--- config.mk ---
export PLATFORM = sky130hd
export DESIGN_NAME = nand_page_seq
export DESIGN_NICKNAME = d
export VERILOG_FILES = /design/src/rtl/nand_seq_pkg.sv /design/src/rtl/nand_arg_check.sv /design/src/rtl/nand_addr_mux.sv /design/src/rtl/nand_ready_timer.sv /design/src/rtl/nand_seq_fsm.sv /design/src/rtl/nand_page_seq.sv
export SDC_FILE = /design/constraint.sdc
export NUM_CORES = 1
export LEC_CHECK = 0
export BUFFER_PORTS_ARGS = -buffer_cell sky130_fd_sc_hd__buf_2
export CAP_MARGIN = 0
export CORE_MARGIN = 10
export CORE_UTILIZATION = 30
export CTS_BUF_LIST = sky130_fd_sc_hd__clkbuf_16
export DETAILED_ROUTE_END_ITERATION = 10
export PLACE_DENSITY_LB_ADDON = 0.3
export REMOVE_ABC_BUFFERS = 1
export SYNTH_ARGS = -nofsm -noshare
export SYNTH_HDL_FRONTEND = slang
export SYNTH_SLANG_ARGS = --single-unit
--- constraint.sdc ---
create_clock -name clk -period 3.4 [get_ports clk]
set_clock_uncertainty 0.05 [all_clocks]
set_input_delay 0.51 -clock clk [delete_from_list [all_inputs] [get_ports clk]]
set_output_delay 0.51 -clock clk [all_outputs]
set_load 0.03 [all_outputs]
--- src/rtl/nand_seq_pkg.sv ---
package nand_seq_pkg;

    typedef enum logic [1:0] {
        OP_READ  = 2'd0,
        OP_PROG  = 2'd1,
        OP_SPARE = 2'd2,
        OP_ERASE = 2'd3
    } op_e;

    typedef enum logic [1:0] {
        CK_CMD  = 2'd0,
        CK_ADDR = 2'd1,
        CK_WR   = 2'd2,
        CK_RD   = 2'd3
    } cyc_kind_e;

    typedef enum logic [1:0] {
        RES_OK      = 2'd0,
        RES_DEVFAIL = 2'd1,
        RES_BADARG  = 2'd2,
        RES_TIMEOUT = 2'd3
    } res_e;

    typedef enum logic [4:0] {
        S_IDLE, S_RD_CMD, S_RST_CMD, S_PTR_CMD, S_SEQ_CMD, S_ERA_CMD,
        S_ADDR, S_WAIT, S_WDATA, S_ECC, S_MARK, S_PROG_CMD, S_ERA_GO,
        S_STAT_CMD, S_STAT_RD, S_RD_DATA, S_DONE
    } seq_state_e;

    localparam int unsigned PAGE_BYTES = 512;
    localparam int unsigned COL_BITS   = 9;

    localparam logic [7:0] CMD_READ_LO   = 8'h00;
    localparam logic [7:0] CMD_READ_HI   = 8'h01;
    localparam logic [7:0] CMD_SPARE_PTR = 8'h50;
    localparam logic [7:0] CMD_SEQ_IN    = 8'h80;
    localparam logic [7:0] CMD_PROG_GO   = 8'h10;
    localparam logic [7:0] CMD_RESET     = 8'hFF;
    localparam logic [7:0] CMD_ERA_SETUP = 8'h60;
    localparam logic [7:0] CMD_ERA_GO    = 8'hD0;
    localparam logic [7:0] CMD_STATUS    = 8'h70;
    localparam logic [7:0] MARK_BYTE     = 8'h55;

endpackage

--- src/rtl/nand_arg_check.sv ---
module nand_arg_check
    import nand_seq_pkg::*;
#(
    parameter int unsigned DEV_BYTES   = 32'h0040_0000,
    parameter int unsigned SPARE_BYTES = 16,
    parameter int unsigned LEN_W       = 10
) (
    input  op_e              op,
    input  logic [23:0]      ofs,
    input  logic [LEN_W-1:0] len,
    output logic             reject,
    output logic [LEN_W-1:0] eff_len
);
    localparam logic [LEN_W-1:0] PAGE_LEN  = LEN_W'(PAGE_BYTES);
    localparam logic [LEN_W-1:0] SPARE_LEN = LEN_W'(SPARE_BYTES);

    logic             out_of_range;
    logic [LEN_W-1:0] room;

    always_comb begin
        out_of_range = {8'd0, ofs} >= DEV_BYTES;
        room         = PAGE_LEN - LEN_W'(ofs[COL_BITS-1:0]);
        reject       = out_of_range;
        eff_len      = len;
        unique case (op)
            OP_READ: begin
                reject  = out_of_range || (len == '0);
                eff_len = (len < room) ? len : room;
            end
            OP_PROG: begin
                reject  = out_of_range || (ofs[COL_BITS-1:0] != '0) || (len != PAGE_LEN);
                eff_len = PAGE_LEN;
            end
            OP_SPARE: begin
                reject  = out_of_range || (len == '0) || (len > SPARE_LEN);
                eff_len = len;
            end
            OP_ERASE: begin
                reject  = out_of_range;
                eff_len = '0;
            end
            default: begin
                reject  = 1'b1;
                eff_len = '0;
            end
        endcase
    end
endmodule

--- src/rtl/nand_addr_mux.sv ---
module nand_addr_mux
    import nand_seq_pkg::*;
(
    input  logic [23:0] ofs,
    input  logic        two_byte,
    input  logic [1:0]  idx,
    output logic [7:0]  addr_byte
);
    logic [1:0] slot;

    always_comb begin
        slot = two_byte ? (idx + 2'd1) : idx;
        unique case (slot)
            2'd0:    addr_byte = ofs[7:0];
            2'd1:    addr_byte = ofs[COL_BITS +: 8];
            2'd2:    addr_byte = {1'b0, ofs[23:COL_BITS+8]};
            default: addr_byte = 8'h00;
        endcase
    end
endmodule

--- src/rtl/nand_ready_timer.sv ---
module nand_ready_timer #(
    parameter int unsigned SETTLE  = 2,
    parameter int unsigned TIMEOUT = 200
) (
    input  logic clk,
    input  logic rst_n,
    input  logic active,
    input  logic fl_rdy,
    output logic hit,
    output logic expired
);
    localparam int unsigned LIMIT = SETTLE + TIMEOUT;
    localparam int unsigned CW    = $clog2(LIMIT + 1);

    logic [CW-1:0] cnt;

    always_ff @(posedge clk or negedge rst_n) begin
        if (!rst_n)               cnt <= '0;
        else if (!active)         cnt <= '0;
        else if (cnt != CW'(LIMIT)) cnt <= cnt + 1'b1;
    end

    assign hit     = active && (cnt >= CW'(SETTLE)) && fl_rdy;
    assign expired = active && (cnt == CW'(LIMIT)) && !hit;
endmodule

--- src/rtl/nand_seq_fsm.sv ---
module nand_seq_fsm
    import nand_seq_pkg::*;
#(
    parameter int unsigned LEN_W     = 10,
    parameter int unsigned ECC_BYTES = 6,
    parameter int unsigned MARK_CNT  = 2
) (
    input  logic                   clk,
    input  logic                   rst_n,
    input  logic                   start,
    input  op_e                    op_in,
    input  logic [23:0]            ofs_in,
    input  logic [LEN_W-1:0]       eff_len,
    input  logic                   reject,
    input  logic [8*ECC_BYTES-1:0] ecc_in,
    input  logic                   din_valid,
    input  logic [7:0]             din_data,
    input  logic [7:0]             fl_rdata,
    input  logic                   wait_hit,
    input  logic                   wait_expired,
    input  logic [7:0]             addr_byte,
    output logic [23:0]            ofs_q,
    output logic [1:0]             addr_idx,
    output logic                   two_byte,
    output logic                   wait_active,
    output logic                   din_ready,
    output logic                   dout_valid,
    output logic                   cyc_vld,
    output logic [1:0]             cyc_kind,
    output logic [7:0]             cyc_byte,
    output logic                   busy,
    output logic                   done,
    output logic [1:0]             result
);
    localparam logic [LEN_W-1:0] ECC_LAST  = LEN_W'(ECC_BYTES - 1);
    localparam logic [LEN_W-1:0] MARK_LAST = LEN_W'(MARK_CNT - 1);

    seq_state_e             state, state_n, ret_q, ret_n;
    op_e                    op_q;
    logic [LEN_W-1:0]       len_q, cnt;
    logic [8*ECC_BYTES-1:0] ecc_q;
    res_e                   res_q, res_n;
    logic                   cnt_inc, last_addr, accept;
    logic [7:0]             ecc_sel;
    logic [7:0]             ecc_arr [ECC_BYTES];

    for (genvar g = 0; g < ECC_BYTES; g++) begin : g_ecc
        assign ecc_arr[g] = ecc_q[8*g +: 8];
    end

    always_comb begin
        ecc_sel = 8'h00;
        for (int i = 0; i < ECC_BYTES; i++)
            if (cnt == LEN_W'(i)) ecc_sel = ecc_arr[i];
    end

    assign two_byte  = (op_q == OP_ERASE);
    assign addr_idx  = cnt[1:0];
    assign last_addr = two_byte ? (cnt == LEN_W'(1)) : (cnt == LEN_W'(2));
    assign accept    = (state == S_IDLE) && start;

    // state register and datapath registers
    always_ff @(posedge clk or negedge rst_n) begin
        if (!rst_n) begin
            state <= S_IDLE;
            ret_q <= S_IDLE;
            op_q  <= OP_READ;
            ofs_q <= '0;
            len_q <= '0;
            ecc_q <= '0;
            cnt   <= '0;
            res_q <= RES_OK;
        end else begin
            state <= state_n;
            ret_q <= ret_n;
            res_q <= res_n;
            if (accept) begin
                op_q  <= op_in;
                ofs_q <= ofs_in;
                len_q <= eff_len;
                ecc_q <= ecc_in;
            end
            if (state_n != state) cnt <= '0;
            else if (cnt_inc)     cnt <= cnt + 1'b1;
        end
    end

    // next-state logic
    always_comb begin
        state_n = state;
        ret_n   = ret_q;
        res_n   = res_q;
        cnt_inc = 1'b0;
        unique case (state)
            S_IDLE: begin
                if (start) begin
                    if (reject) begin
                        res_n   = RES_BADARG;
                        state_n = S_DONE;
                    end else begin
                        unique case (op_in)
                            OP_READ:  state_n = S_RD_CMD;
                            OP_ERASE: state_n = S_ERA_CMD;
                            default:  state_n = S_RST_CMD;
                        endcase
                    end
                end
            end
            S_RST_CMD: begin
                state_n = S_WAIT;
                ret_n   = S_PTR_CMD;
            end
            S_PTR_CMD: state_n = S_SEQ_CMD;
            S_SEQ_CMD: state_n = S_ADDR;
            S_RD_CMD:  state_n = S_ADDR;
            S_ERA_CMD: state_n = S_ADDR;
            S_ADDR: begin
                cnt_inc = 1'b1;
                if (last_addr) begin
                    unique case (op_q)
                        OP_READ: begin
                            state_n = S_WAIT;
                            ret_n   = S_RD_DATA;
                        end
                        OP_PROG: begin
                            state_n = S_WAIT;
                            ret_n   = S_WDATA;
                        end
                        OP_SPARE: state_n = S_WDATA;
                        default:  state_n = S_ERA_GO;
                    endcase
                end
            end
            S_WAIT: begin
                if (wait_hit) begin
                    state_n = ret_q;
                end else if (wait_expired) begin
                    res_n   = RES_TIMEOUT;
                    state_n = S_DONE;
                end
            end
            S_WDATA: begin
                if (din_valid) begin
                    cnt_inc = 1'b1;
                    if (cnt == len_q - 1'b1)
                        state_n = (op_q == OP_PROG) ? S_ECC : S_PROG_CMD;
                end
            end
            S_ECC: begin
                cnt_inc = 1'b1;
                if (cnt == ECC_LAST) state_n = S_MARK;
            end
            S_MARK: begin
                cnt_inc = 1'b1;
                if (cnt == MARK_LAST) state_n = S_PROG_CMD;
            end
            S_PROG_CMD, S_ERA_GO: begin
                state_n = S_WAIT;
                ret_n   = S_STAT_CMD;
            end
            S_STAT_CMD: state_n = S_STAT_RD;
            S_STAT_RD: begin
                res_n   = fl_rdata[0] ? RES_DEVFAIL : RES_OK;
                state_n = S_DONE;
            end
            S_RD_DATA: begin
                cnt_inc = 1'b1;
                if (cnt == len_q - 1'b1) begin
                    res_n   = RES_OK;
                    state_n = S_DONE;
                end
            end
            S_DONE:  state_n = S_IDLE;
            default: state_n = S_IDLE;
        endcase
    end

    // outputs
    always_comb begin
        cyc_vld     = 1'b0;
        cyc_kind    = CK_CMD;
        cyc_byte    = 8'h00;
        din_ready   = 1'b0;
        dout_valid  = 1'b0;
        wait_active = 1'b0;
        unique case (state)
            S_RD_CMD: begin
                cyc_vld  = 1'b1;
                cyc_byte = ofs_q[COL_BITS-1] ? CMD_READ_HI : CMD_READ_LO;
            end
            S_RST_CMD: begin
                cyc_vld  = 1'b1;
                cyc_byte = CMD_RESET;
            end
            S_PTR_CMD: begin
                cyc_vld  = 1'b1;
                cyc_byte = (op_q == OP_SPARE) ? CMD_SPARE_PTR : CMD_READ_LO;
            end
            S_SEQ_CMD: begin
                cyc_vld  = 1'b1;
                cyc_byte = CMD_SEQ_IN;
            end
            S_ERA_CMD: begin
                cyc_vld  = 1'b1;
                cyc_byte = CMD_ERA_SETUP;
            end
            S_ADDR: begin
                cyc_vld  = 1'b1;
                cyc_kind = CK_ADDR;
                cyc_byte = addr_byte;
            end
            S_WAIT: wait_active = 1'b1;
            S_WDATA: begin
                din_ready = 1'b1;
                cyc_vld   = din_valid;
                cyc_kind  = CK_WR;
                cyc_byte  = din_data;
            end
            S_ECC: begin
                cyc_vld  = 1'b1;
                cyc_kind = CK_WR;
                cyc_byte = ecc_sel;
            end
            S_MARK: begin
                cyc_vld  = 1'b1;
                cyc_kind = CK_WR;
                cyc_byte = MARK_BYTE;
            end
            S_PROG_CMD: begin
                cyc_vld  = 1'b1;
                cyc_byte = CMD_PROG_GO;
            end
            S_ERA_GO: begin
                cyc_vld  = 1'b1;
                cyc_byte = CMD_ERA_GO;
            end
            S_STAT_CMD: begin
                cyc_vld  = 1'b1;
                cyc_byte = CMD_STATUS;
            end
            S_STAT_RD: begin
                cyc_vld  = 1'b1;
                cyc_kind = CK_RD;
            end
            S_RD_DATA: begin
                cyc_vld    = 1'b1;
                cyc_kind   = CK_RD;
                dout_valid = 1'b1;
            end
            default: ;
        endcase
    end

    assign busy   = (state != S_IDLE);
    assign done   = (state == S_DONE);
    assign result = res_q;
endmodule

--- src/rtl/nand_page_seq.sv ---
module nand_page_seq
    import nand_seq_pkg::*;
#(
    parameter int unsigned DEV_BYTES   = 32'h0040_0000,
    parameter int unsigned SPARE_BYTES = 16,
    parameter int unsigned ECC_BYTES   = 6,
    parameter int unsigned MARK_CNT    = 2,
    parameter int unsigned SETTLE      = 2,
    parameter int unsigned TIMEOUT     = 200,
    parameter int unsigned LEN_W       = 10
) (
    input  logic                   clk,
    input  logic                   rst_n,
    input  logic                   start,
    input  logic [1:0]             op,
    input  logic [23:0]            offset,
    input  logic [LEN_W-1:0]       length,
    input  logic [8*ECC_BYTES-1:0] ecc_bytes,
    input  logic                   din_valid,
    input  logic [7:0]             din_data,
    output logic                   din_ready,
    output logic                   dout_valid,
    output logic [7:0]             dout_data,
    output logic                   cyc_vld,
    output logic [1:0]             cyc_kind,
    output logic [7:0]             cyc_byte,
    input  logic                   fl_rdy,
    input  logic [7:0]             fl_rdata,
    output logic                   busy,
    output logic                   done,
    output logic [1:0]             result
);
    op_e              op_c;
    logic             reject, two_byte, wait_active, wait_hit, wait_expired;
    logic [LEN_W-1:0] eff_len;
    logic [23:0]      ofs_q;
    logic [1:0]       addr_idx;
    logic [7:0]       addr_byte;

    assign op_c      = op_e'(op);
    assign dout_data = fl_rdata;

    nand_arg_check #(
        .DEV_BYTES  (DEV_BYTES),
        .SPARE_BYTES(SPARE_BYTES),
        .LEN_W      (LEN_W)
    ) u_arg (
        .op     (op_c),
        .ofs    (offset),
        .len    (length),
        .reject (reject),
        .eff_len(eff_len)
    );

    nand_ready_timer #(
        .SETTLE (SETTLE),
        .TIMEOUT(TIMEOUT)
    ) u_tmr (
        .clk    (clk),
        .rst_n  (rst_n),
        .active (wait_active),
        .fl_rdy (fl_rdy),
        .hit    (wait_hit),
        .expired(wait_expired)
    );

    nand_addr_mux u_amux (
        .ofs      (ofs_q),
        .two_byte (two_byte),
        .idx      (addr_idx),
        .addr_byte(addr_byte)
    );

    nand_seq_fsm #(
        .LEN_W    (LEN_W),
        .ECC_BYTES(ECC_BYTES),
        .MARK_CNT (MARK_CNT)
    ) u_fsm (
        .clk         (clk),
        .rst_n       (rst_n),
        .start       (start),
        .op_in       (op_c),
        .ofs_in      (offset),
        .eff_len     (eff_len),
        .reject      (reject),
        .ecc_in      (ecc_bytes),
        .din_valid   (din_valid),
        .din_data    (din_data),
        .fl_rdata    (fl_rdata),
        .wait_hit    (wait_hit),
        .wait_expired(wait_expired),
        .addr_byte   (addr_byte),
        .ofs_q       (ofs_q),
        .addr_idx    (addr_idx),
        .two_byte    (two_byte),
        .wait_active (wait_active),
        .din_ready   (din_ready),
        .dout_valid  (dout_valid),
        .cyc_vld     (cyc_vld),
        .cyc_kind    (cyc_kind),
        .cyc_byte    (cyc_byte),
        .busy        (busy),
        .done        (done),
        .result      (result)
    );
endmodule

* Yosys cells after proc, flatten, opt, wreduce, memory -nomap -nowiden
Index checks and enable logic that the tools add are counted.
** Storage, ports and cells
- Register bits after elaboration :: 114
- Bits of input ports :: 105
- Output and inout port bits :: 25
- Logic and storage cells :: 141
** Cells by class
- Add/sub/neg operators :: 5
- Order comparisons :: 4
- Equality and inequality tests :: 42
- Mux-type cells :: 50
- Reduce and logical (&&, ||, !) cells :: 31
** Operator list (number)
- 8-bit one-hot mux with 12 select lines :: 1
- 8-bit two-way mux :: 8
- 5-bit one-hot mux with 12 select lines :: 1
- 5-bit two-way mux :: 11
- 5-bit by 4-bit equality test with 1-bit output (second input constant) :: 8
- 10-bit one-hot mux with 4 select lines :: 1
- 10-bit two-way mux :: 3
- 24-bit by 23-bit >= comparator with 1-bit output (second input constant) :: 1
- 8-bit one-hot mux with 3 select lines :: 1
- 10-bit by 2-bit equality test with 1-bit output (second input constant) :: 2
- 10-bit by 3-bit equality test with 1-bit output (second input constant) :: 2
- 5-bit by 3-bit equality test with 1-bit output (second input constant) :: 4
- 10-bit zero test :: 2
- 5-bit one-hot mux with 3 select lines :: 1
- 2-bit two-way mux :: 7
- 13-bit OR reduction :: 1
- 10-bit by 1-bit adder with 10-bit output (second input constant) :: 1
- 10-bit by 1-bit equality test with 1-bit output (second input constant) :: 1
- 10-bit equality test :: 1
- 2-bit equality test (second input constant) :: 5
- 5-bit by 2-bit equality test with 1-bit output (second input constant) :: 2
- 10-bit by 5-bit > comparator with 1-bit output (second input constant) :: 1
- 10-bit less-than comparator :: 1
- 10-bit inequality test (second input constant) :: 1
- 38 further kinds :: 65

* Depth between registers and ports, before layout
Gate-level depths: netlist of the first run.
- Word-level depth :: 11
- Depth in mapped cells :: 12

* Modules after synthesis
Synthesis of the first run repeated with hierarchy kept, for this count alone.
** Unflattened totals
- Cells, all modules :: 931
- Area total of the unflattened synthesis :: 7523.5 um^2
** By module, submodules not included
- nand_seq_fsm :: instances 1, cells an instance 721, area each 5801.8 um^2
- nand_arg_check :: instances 1, cells an instance 95, area each 694.4 um^2
- nand_addr_mux :: instances 1, cells an instance 57, area each 486.7 um^2
- nand_ready_timer :: instances 1, cells an instance 50, area each 480.5 um^2
- nand_page_seq :: instances 1, cells an instance 8, area each 60.1 um^2

* Worst setup path before layout of the first run
OpenSTA, ideal clock, no wires.
- Path type :: reg-to-output
- Start point :: reg u_fsm.cnt[8]
- End point :: out cyc_byte[0]
- Arrival :: 2764 ps
- Slack :: 76 ps
- Cell stages (with the launch flop) :: 9
- Buffers on the path :: 1
- Cell sequence :: dfrtp_1 clkbuf_1 nor4_2 nand2_1 nor3b_1 a22oi_1 a211oi_1 a221oi_1 o21ai_0
** Between the ends
- Longest elaborated chain between the ends :: 8
- Elaborated cells between the ends (all ways) :: 13
- Classes of those cells :: 5 x eq/ne; 7 x mux; 1 x reduce/logical
** Ends and longest elaborated chain
- start: declaration :: RTL line nand_seq_fsm.sv:40 : logic [LEN_W-1:0] len_q, cnt;
- start signal: assignment :: RTL line nand_seq_fsm.sv:84 : else if (cnt_inc) cnt <= cnt + 1'b1;
- 10-bit zero test :: RTL line nand_seq_fsm.sv:54 : if (cnt == LEN_W'(i)) ecc_sel = ecc_arr[i];
- 8-bit two-way mux (5 in series) :: RTL line nand_seq_fsm.sv:54
- 8-bit two-way mux * :: RTL line nand_seq_fsm.sv:54
- 8-bit one-hot mux with 12 select lines * :: RTL line nand_seq_fsm.sv:186 : unique case (state)
- end: declaration :: RTL line nand_page_seq.sv:26 : output logic [7:0] cyc_byte,
Every way passes the cells marked *; elsewhere a longest branch is shown, timed or not.

* Worst setup path after layout of the first run
- Start point :: reg u_fsm.cnt[7]
- End point :: out cyc_byte[5]
The elaborated chain is that of the path after synthesis.

==> results of run 1 <==
kinds of logic (layout without fill, tap and decap cells):
family / Yosys count / after routing / synth area share
compound gates: 152 / 152 / 0.156
xor+xnor: 36 / 36 / 0.0447
fa+ha+maj: 23 / 23 / 0.0408
buf+inv: 83 / 209 / 0.0501
flops: 113 / 113 / 0.401
mux: 20 / 20 / 0.0298
other cells: 0 / 1 / 0
simple gates: 428 / 428 / 0.277
cell type report:
class | count | area, um^2 | share of cell area
clock buffer | 17 | 425 | 0.0489
timing repair buffer | 150 | 898 | 0.103
multi-input combinational | 659 | 3940 | 0.452
inverter | 27 | 101 | 0.0116
sequential | 113 | 2830 | 0.325
clock inverter | 15 | 113 | 0.0129
antenna | 1 | 2.50 | 0.000287
tap | 319 | 399 | 0.0458
synth_stat cells, types with 4 or more instances:
cell type and count:
nand2_1 259, mux2_2 8, a21o_1 7, inv_1 27, o32a_1 4, nor2_1 42, a31oi_1 6, mux2i_1 12
dfrtp_1 113, nand4_1 8, a21oi_1 23, o21a_1 5, o211ai_1 6, nand3_1 21, buf_1 7, nor2b_1 6
nor3b_1 5, ha_1 23, nor4_1 4, nor3_1 27, o21ai_0 34, buf_4 8, clkbuf_1 37, nand2b_1 7
and3_1 13, xor2_1 21, a22oi_1 9, or3_1 5, xnor2_1 15, a211oi_1 10, a221oi_1 11
what timing repair did:
action,in CTS,in global routing
hold buffers,0,0
gates resized for setup,1,31
pin swaps,0,9
buffers inserted,0,2
endpoints found under the setup margin,10,18
metal layers:
layer	vias to the layer above	track usage	wire length, um
met5	-	0	0
met4	0	0.0464	361
met3	27	0.0372	1080
met2	167	0.232	10200
met1	2987	0.183	10100
li1	3194	-	-
final timing paths:
check	cells after the start	to	startpoint	slack, ns
worst max-delay path	10	cyc_byte[5]	u_fsm.cnt[7]	0.14
worst min-delay path	1	u_fsm.ofs_q[4]	rst_n	0.05
worst max register to register	11	u_fsm.cnt[5]	u_fsm.len_q[1]	0.20
worst min register to register	2	u_fsm.ecc_q[1]	u_fsm.ecc_q[1]	0.42
max in group asynchronous	2	u_fsm.ecc_q[23]	rst_n	2.44
min in group clk	3	u_fsm.ecc_q[1]	ecc_bytes[1]	0.22
metrics by stage:
step	instances	power [mW]
2_1_floorplan	799	4.01
3_3_place_gp	1266	4.91
3_5_place_dp	1266	4.95
4_1_cts	1298	6.60
5_1_grt	1300	7.27
6_report	1301	6.79
where the power goes:
part           switching [mW]  internal, mW
clock network           0.683         0.933
logic                    1.75          1.22
registers               0.367          1.84
total                    2.80          4.00
registers in the layout, indices dropped and copies added, names as in the netlist:
signal        cells
u_fsm.cnt        10
u_fsm.len_q      10
u_fsm.state       5
u_tmr.cnt         8
u_fsm.ecc_q      48
u_fsm.ofs_q      24
u_fsm.op_q        2
u_fsm.ret_q       4
u_fsm.result      2
==> reports/qor.yml, run 1 <==
final_common_cell: "nand2_1"
syn_area_um2: 7050
ant_nets: 0
start_util: 0.303
cts-root-buf: "clkbuf_16"
p_per_area_nw_per_um2: 780
crit_chain: "nor4_2 > buf_4 > nand2_1 > nor3b_1 > buf_4 > a22oi_1 > a211oi_2 > a221oi_1 > o21ai_1 > buf_4"
synth-edff-count: 0
worstSetupEndpointType: "output port"
ys_types: 79
crit_slowest_cell: "dfrtp_2"
grt_max_degree: 80
setup_violations: 0
firstDrtPassIters: 5
n_fill_cell: 2439
yosys.area.top_type: "dfrtp_1"
max_freq_mhz: 307
antenna_found_initial: 1
critical_path_arrival_ns: 2.70
insertion_delay_ns: 0.42
drt_iter0_drc: 511
ios: 130
final_util: 0.374
clk_pin_slew_worst_paths_ns: 0.05
slew_violations: 0
ys_ff_latch: 113
path_buf_inv: 3
hpwlAfterDp_um: 16300
async_flop_share: 1.00
overflow: 0
worstSetupPathType: "flip-flop to output port"
worst_pin_slew_ns: 0.785
critPathMaxFanout: 8
max_stage_delay_ns: 0.44
drc_errors: 0
fin_nets: 1096
avgViaCountPerCell: 4.90
ctsLongestPathBuffers: 2
cp_top_family: "buffers and inverters"
grt_use_total: 0.144
final_cell_mix: "nand2_1 (259), dfrtp_1 (110), buf_2 (106), nor2_1 (42), buf_4 (39)"
core_area_um2: 23300
holdWs_ns: 0.0526
hold_viol: 0
ir_worst_vdd_mv: 0.423
clock_sinks: 113
die_x_um: 173
cts_made_buffers: 17
area_delta_synth_final_pct: 23.6
fin_area_um2: 8710
wirelength_um: 21800
htreeDepth: 4
place_congestion: 0.931
synth_top_area_frac: 0.401
grt_pass1_wl_um: 34800
fin_crit_sh: 0.959
vias: 6375
cpMostUsedCell: "buf_4"
syn_inst: 855
ys_seq_area_frac: 0.401
cts_tree: "done"
crit_path_start_kind: "flip-flop"
die_h_um: 173
hold_class: "input port to asynchronous set/reset pin"
grt_pass1_vias: 6563
required_ns: 2.84
syn_area_per_cell_um2: 8.24
rsz0062_at_grt: "false"
post_drt_wl_per_cell_um: 16.7
row_count: 56
synth_area_leaders: "dfrtp_1 (40%), nand2_1 (14%), ha_1 (4.1%)"
fin_ws_ns: 0.138
p_leak_nw: 4.19
min_period_ns: 3.26
place_area_um2: 8050
fp.dieArea_um2: 30000
status: "completed"
synth_top_flop_cell: "dfrtp_1"
pre_cts_slack_ns: -0.121
drive_above_1_share: 0.225
maxCapViolCount: 0
placement.io_buffers: 115
yosysWarnings: 0
setup_tns_ns: 0
slew_headroom: 0.463
Note: power is estimated with default switching activity, not from simulation.
==> run 2, diff against run 1 <==
==> constraint.sdc (replaced) <==
create_clock -name clk -period 3.4 [get_ports clk]
set_clock_uncertainty 0.05 [all_clocks]
set_input_delay 0.17 -clock clk [delete_from_list [all_inputs] [get_ports clk]]
set_output_delay 0.17 -clock clk [all_outputs]
set_load 0.03 [all_outputs]
==> run 2 against run 1 <==
Against the previous run:
- sequential power about the same
- setup slack improved by 0.026 ns
- combinational power about the same
- wire length increased by 5.9%
- critical path type is now flip-flop to flip-flop
==> reports/qor.yml, run 2 (same netlist as run 1, synthesis figures left out) <==
crit_chain: "inv_1 > ha_1 > or4b_4 > nor3_2 > o2111ai_1 > a211o_1 > or4_4 > a31oi_4 > o211ai_2 > nor3b_1"  # was nor4_2 > buf_4 > nand2_1 > nor3b_1 > buf_4 > a22oi_1 > a211oi_2 > a221oi_1 > o21ai_1 > buf_4
overflow: 0  # unchanged
fp.dieArea_um2: 30000  # unchanged
max_freq_mhz: 309  # was 307 MHz
path_buf_inv: 1  # was 3
critical_path_arrival_ns: 3.52  # was 2.70 ns
grt_pass1_wl_um: 37300  # was 34800 um
die_x_um: 173  # unchanged
fin_nets: 1168  # was 1096
worstSetupEndpointType: "flip-flop"  # was output port
p_seq_frac: 0.318  # was 0.325
start_util: 0.303  # unchanged
maxCapViolCount: 0  # unchanged
worstSetupPathType: "flip-flop to flip-flop"  # was flip-flop to output port
cts_tree: "done"  # unchanged
clock_sinks: 113  # unchanged
reg2reg_slack_ns: 0.16  # was 0.20 ns
placement.io_buffers: 115  # unchanged
cp-endpoint: "u_fsm.cnt[2]"  # was cyc_byte[5]
fin_crit_sh: 0.952  # was 0.959
avgViaCountPerCell: 4.91  # was 4.90
ctsLongestPathBuffers: 2  # unchanged
hpwlAfterDp_um: 16500  # was 16300 um
clockPowerShare: 0.262  # was 0.238
insertion_delay_ns: 0.42  # about the same
dp.cells: 1268  # was 1266
layout.cells.non_filler: 1373  # was 1301
row_count: 56  # unchanged
cp_top_family: "simple AND/OR/NAND/NOR gates"  # was buffers and inverters
drc_errors: 0  # unchanged
p_int_mw: 4.10  # was 4.00 mW
largest_register_ff_count: 48  # unchanged
hold_viol: 0  # unchanged
largestRegisters: "u_fsm.ecc_q x48, u_fsm.ofs_q x24"  # unchanged
slew_violations: 0  # unchanged
cts_made_buffers: 17  # unchanged
ir_worst_vdd_mv: 0.491  # was 0.423 mV
fin_ws_ns: 0.164  # was 0.138 ns
drive_above_1_share: 0.209  # was 0.225
wirelength_um: 23000  # was 21800 um
hold_start: "fl_rdata[0]"
grt_max_degree: 66  # was 80
core_area_um2: 23300  # unchanged
p_leak_nw: 4.52  # was 4.19 nW
slew_headroom: 0.448  # was 0.463
ant_nets: 0  # unchanged
p_per_area_nw_per_um2: 739  # was 780 nW/um^2
rsz0062_at_grt: "false"  # unchanged
pre_cts_slack_ns: -0.0519  # was -0.121 ns
vias: 6744  # was 6375
ff2ff_path_depth: 10  # was 11
final_cell_mix: "nand2_1 (259), buf_2 (114), dfrtp_1 (113), dlygate4sd3_1 (70), nor2_1 (42)"  # was nand2_1 (259), dfrtp_1 (110), buf_2 (106), nor2_1 (42), buf_4 (39)
clk_pin_slew_worst_paths_ns: 0.06  # was 0.05 ns
setup_violations: 0  # unchanged
crit_path_start_kind: "flip-flop"  # unchanged
htreeDepth: 4  # unchanged
area_delta_synth_final_pct: 34.3  # was 23.6%
status: "completed"  # unchanged
grt_use_total: 0.152  # was 0.144
reg2reg_from: "u_fsm.len_q[1]"  # unchanged
combPwrFrac: 0.421  # was 0.437
worst_pin_slew_ns: 0.828  # was 0.785 ns
r2r-end: "u_fsm.cnt[2]"  # was u_fsm.cnt[5]
min_period_ns: 3.24  # was 3.26 ns
fin_area_um2: 9460  # was 8710 um^2
antenna_found_initial: 1  # unchanged
ios: 130  # unchanged
place_congestion: 0.906  # was 0.931
top_register: "u_fsm.ecc_q"  # unchanged
crit_start: "u_fsm.len_q[1]"  # was u_fsm.cnt[7]
n_fill_cell: 2405  # was 2439
die_h_um: 173  # unchanged
cts-root-buf: "clkbuf_16"  # unchanged
drt_iter0_drc: 423  # was 511
firstDrtPassIters: 5  # unchanged
cts_setup_buffers: 0  # unchanged
required_ns: 3.68  # was 2.84 ns
critPathMaxFanout: 5  # was 8
post_drt_wl_per_cell_um: 16.8  # was 16.7 um
cp.depth: 10  # unchanged
hold_class: "input port to flip-flop"  # was input port to asynchronous set/reset pin
power.total_mw: 6.99  # was 6.79 mW
crit_slowest_cell: "or4_4"  # was dfrtp_2
grt_pass1_vias: 7086  # was 6563
final_common_cell: "nand2_1"  # unchanged
switching_share: 0.413  # was 0.412
holdWs_ns: 0.00760  # was 0.0526 ns
p_sw_mw: 2.88  # was 2.80 mW
max_stage_delay_ns: 0.54  # was 0.44 ns
place_area_um2: 8060  # was 8050 um^2
[run 2: final cells by class]
type                    instances  area [um^2]  area share
inverters                      27          101      0.0107
clock inverters                15          173      0.0183
repair buffers                220         1550       0.164
clock buffers                  17          425      0.0450
well taps                     319          399      0.0422
multi-input cells             661         3980       0.420
diodes                          1         2.50    0.000265
flip-flops and latches        113         2830       0.299
[run 2: tightest hold or removal path, delay by kind of cell]
kind | cells | cell delay [ns]
buffers and inverters | 1 | 0.11
and+or+nand+nor | 1 | 0.08
AOI/OAI and AO/OA | 1 | 0.08
[run 2: metal layers]
layer | wire length [um] | GRT usage
met4 | 540 | 0.0532
met1 | 10400 | 0.189
met5 | 0 | 0
met2 | 11000 | 0.253
met3 | 1060 | 0.0351
[run 2: worst min-delay path by stage]
stage | end | slack (ns) | depth (start not counted)
after floorplan | u_fsm.cnt[0] | -0.18 | 0
final | u_fsm.result[0] | 0.008 | 3
after detailed placement | u_fsm.ofs_q[20] | 0.27 | 1
after global placement | u_fsm.ofs_q[20] | 0.26 | 1
after global routing | u_fsm.result[0] | 0.04 | 3
after CTS | u_fsm.result[0] | 0.007 | 3
[run 2: power groups by stage]
stage	clock, mW	combinational (mW)	sequential (mW)
after global routing	1.91	3.28	2.29
after CTS	1.85	2.82	2.21
final	1.83	2.94	2.22
after detailed placement	0	2.74	2.22
after global placement	0	2.70	2.21
after floorplan	0	1.86	2.15
[run 2: metrics by stage]
| step | utilization | TNS (ns) |
|---|---|---|
| 2_1_floorplan | - | -6.46 |
| 3_3_place_gp | 0.347 | 0 |
| 3_5_place_dp | 0.347 | -0.307 |
| 4_1_cts | 0.403 | 0 |
| 5_1_grt | 0.407 | 0 |
| 6_report | 0.407 | 0 |
[run 2: what timing repair did]
action | in CTS | in global routing
resized for setup | 1 | 8
pin swaps | 0 | 1
hold buffers | 70 | 0
gates cloned | 0 | 2
endpoints found under the hold margin | 127 | 0
setup endpoints to repair | 10 | 18
==> run 3, diff against run 2 <==
Settings changed: CORE_MARGIN 10 to not set, CORE_UTILIZATION 30 to 57, SYNTH_HIERARCHICAL set to 1.
==> run 3 against run 2 <==
Against the previous run:
- cell area rose by 2.4%
- critical endpoint is now u_fsm/cnt[9]
- combinational power grew 24%
- setup slack worse by 0.021 ns
- via count grew 14%
- area after synthesis increased by 6.8%
- synthesized cell count increased by 8.9%
- first-iteration DRC count increased by 64%
==> reports/qor.yml, run 3 <==
status: "completed"  # unchanged
n_fill_cell: 873  # was 2405
post_drt_wl_per_cell_um: 17.5  # was 16.8 um
synth.most_common_cell: "nand2_1"  # unchanged
crit_path_start_kind: "flip-flop"  # unchanged
largestRegisters: "u_fsm/ecc_q x48, u_fsm/ofs_q x24"  # was u_fsm.ecc_q x48, u_fsm.ofs_q x24
grt_pass1_wl_um: 34900  # was 37300 um
top_usage_layer: "met2"  # unchanged
min_period_ns: 3.26  # was 3.24 ns
synthAdderAreaFrac: 0.0316  # was 0.0408
ys_ff_latch: 113  # unchanged
critPathMaxFanout: 5  # unchanged
htreeDepth: 4  # unchanged
clock_sinks: 113  # unchanged
die_h_um: 117  # was 173 um
vias: 7667  # was 6744
cts_tree: "done"  # unchanged
synth_area_leaders: "dfrtp_1 (38%), nand2_1 (14%), nor2_1 (3.3%)"  # was dfrtp_1 (40%), nand2_1 (14%), ha_1 (4.1%)
antennaDiodeCount: 0  # was 1
placement.io_buffers: 115  # unchanged
place_area_um2: 8220  # was 8060 um^2
fp.dieArea_um2: 13700  # was 30000 um^2
ys_seq_area_frac: 0.376  # was 0.401
use_met3: 0.0793  # was 0.0351
ctsLongestPathBuffers: 2  # unchanged
clk_pin_slew_worst_paths_ns: 0.06  # about the same
fin_crit_sh: 0.958  # was 0.952
ir_worst_vdd_mv: 0.497  # was 0.491 mV
fin_area_um2: 9690  # was 9460 um^2
syn_inst: 931  # was 855
yosysWarnings: 6  # was 0
synth_top_flop_cell: "dfrtp_1"  # unchanged
rsz0062_at_grt: "false"  # unchanged
max_stage_delay_ns: 0.49  # was 0.54 ns
grt_use_total: 0.336  # was 0.152
synthSimpleGateAreaFrac: 0.311  # was 0.277
slew_headroom: 0.420  # was 0.448
maxCapViolCount: 0  # unchanged
synth_commonest_cells: "nand2_1 (275), dfrtp_1 (113), nor2_1 (66), clkbuf_1 (36), o21ai_0 (32)"  # was nand2_1 (259), dfrtp_1 (113), nor2_1 (42), clkbuf_1 (37), o21ai_0 (34)
hold_class: "input port to flip-flop"  # unchanged
row_count: 41  # was 56
core_area_um2: 12700  # was 23300 um^2
avgViaCountPerCell: 5.94  # was 4.91
firstDrtPassIters: 6  # was 5
required_ns: 3.66  # was 3.68 ns
ant_nets: 0  # unchanged
die_x_um: 117  # was 173 um
use_met2: 0.550  # was 0.253
yosys.area.top_type: "dfrtp_1"  # unchanged
hpwlAfterDp_um: 13900  # was 16500 um
grt_max_degree: 89  # was 66
crit_slowest_cell: "a2111oi_0"  # was or4_4
drt_iter0_drc: 692  # was 423
fin_ws_ns: 0.143  # was 0.164 ns
setup_violations: 0  # unchanged
drive_above_1_share: 0.218  # was 0.209
layout.area.seq_um2: 2830  # unchanged
p_per_area_nw_per_um2: 790  # was 739 nW/um^2
critical_path_arrival_ns: 3.51  # was 3.52 ns
use_met1: 0.417  # was 0.189
start_util: 0.591  # was 0.303
slew_violations: 0  # unchanged
final_common_cell: "nand2_1"  # unchanged
hold_viol: 0  # unchanged
ios: 130  # unchanged
worst_pin_slew_ns: 0.871  # was 0.828 ns
max_freq_mhz: 307  # was 309 MHz
async_flop_share: 1.00  # unchanged
grt_pass1_vias: 7219  # was 7086
insertion_delay_ns: 0.42  # about the same
synth_mux_area_frac: 0.0274  # was 0.0298
cts-root-buf: "clkbuf_16"  # unchanged
synth_top_family_by_area: "simple AND/OR/NAND/NOR gates"  # unchanged
syn_area_um2: 7520  # was 7050 um^2
area_delta_synth_final_pct: 28.8  # was 34.3%
wirelength_um: 22600  # was 23000 um
crit_chain: "inv_1 > ha_1 > nand4_1 > nor4_4 > and3_1 > or3b_2 > a2111oi_0 > o21ba_2 > or4b_1 > nor2_1 > a21oi_2 > o2bb2ai_4 > buf_6 > nor2_1"  # was inv_1 > ha_1 > or4b_4 > nor3_2 > o2111ai_1 > a211o_1 > or4_4 > a31oi_4 > o211ai_2 > nor3b_1
synth_compound_area_frac: 0.162  # was 0.156
multiInputGateArea_um2: 4360  # was 3980 um^2
worstSetupPathType: "flip-flop to flip-flop"  # unchanged
top_register: "u_fsm/ecc_q"  # was u_fsm.ecc_q
place_congestion: 0.977  # was 0.906
largest_register_ff_count: 48  # unchanged
antenna_found_initial: 0  # was 1
drc_errors: 0  # unchanged
syn_area_per_cell_um2: 8.08  # was 8.24 um^2
pre_cts_slack_ns: 0.0454  # was -0.0519 ns
synth_top_area_frac: 0.376  # was 0.401
ys_types: 84  # was 79
fin_nets: 1230  # was 1168
cpMostUsedCell: "nor2_1"
cts_made_buffers: 17  # unchanged
worstSetupEndpointType: "flip-flop"  # unchanged
final_cell_mix: "nand2_1 (275), buf_2 (113), dfrtp_1 (113), dlygate4sd3_1 (73), nor2_1 (65)"  # was nand2_1 (259), buf_2 (114), dfrtp_1 (113), dlygate4sd3_1 (70), nor2_1 (42)
synthXorXnorAreaFrac: 0.0326  # was 0.0447
synth-edff-count: 0  # unchanged
overflow: 0  # unchanged
p_leak_nw: 4.59  # was 4.52 nW
==> run 3: cells by family after synthesis <==
logic type                 after synthesis
and+or+nand+nor                        497
AOI/OAI and AO/OA                      161
DFF                                    113
buffers and inverters                   94
xor gates and xnor gates                28
muxes                                   19
adders and majority gates               19
==> run 3: metrics by stage <==
stage               std cells  setup TNS, ns   util  hold slack [ns]  power [mW]
CTS                      1288              0  0.750           0.0101        7.37
floorplan                 864         -10.82      -           -0.176        4.48
global route             1291              0  0.762           0.0357        8.09
global placement         1182              0  0.646            0.190        5.40
finish                   1291              0  0.762           0.0237        7.66
detailed placement       1182              0  0.646            0.189        5.50
==> run 3: timing repair <==
item                                    in CTS  in global routing
hold buffers                                74                  0
endpoints found under the setup margin       0                 16
resized for setup                            0                 25
endpoints found under the hold margin      122                  0
setup buffers                                0                  3
==> run 3: routing by layer <==
| metal | up-vias | share of wire |
|---|---|---|
| met4 | 0 | 0.038 |
| met3 | 94 | 0.070 |
| met5 | - | 0 |
| met1 | 3600 | 0.41 |
| met2 | 406 | 0.49 |
| li1 | 3567 | - |
==> run 3: cell type report <==
type,instances,share of cell area
multi-input combinational,724,0.450
sequential,113,0.292
timing repair buffer,223,0.165
clock buffer,17,0.0439
tap,172,0.0222
clock inverter,15,0.0165
inverter,27,0.0105
==> run 3: where the power goes <==
part / switching, mW / leakage, nW / internal (mW) / total (mW)
combinational: 2.26 / 2.89 / 1.38 / 3.64
clock: 0.690 / 0.272 / 1.08 / 1.77
sequential: 0.384 / 1.43 / 1.86 / 2.25
total: 3.33 / 4.59 / 4.33 / 7.66
==> run 3: final timing paths <==
| kind | slack (ns) | to | cells past startpoint | start |
|---|---|---|---|---|
| max | 0.14 | u_fsm/cnt[9] | 14 | u_tmr/cnt[0] |
| min | 0.02 | u_fsm/op_q[1] | 3 | op[1] |
| max reg2reg | 0.14 | u_fsm/cnt[9] | 14 | u_tmr/cnt[0] |
| min reg2reg | 0.42 | u_fsm/ecc_q[17] | 2 | u_fsm/ecc_q[17] |
| max in group asynchronous | 2.28 | u_fsm/cnt[7] | 3 | rst_n |
| min in group asynchronous | 0.27 | u_fsm/ofs_q[14] | 2 | rst_n |
==> run 3: critical path: cells and delay by family (launching register included) <==
kind                       cells  cell delay [ns]
DFF                            1             0.42
and+or+nand+nor                7             1.14
AOI/OAI and AO/OA              4             1.08
adders and majority gates      1             0.22
buffers and inverters          2             0.23
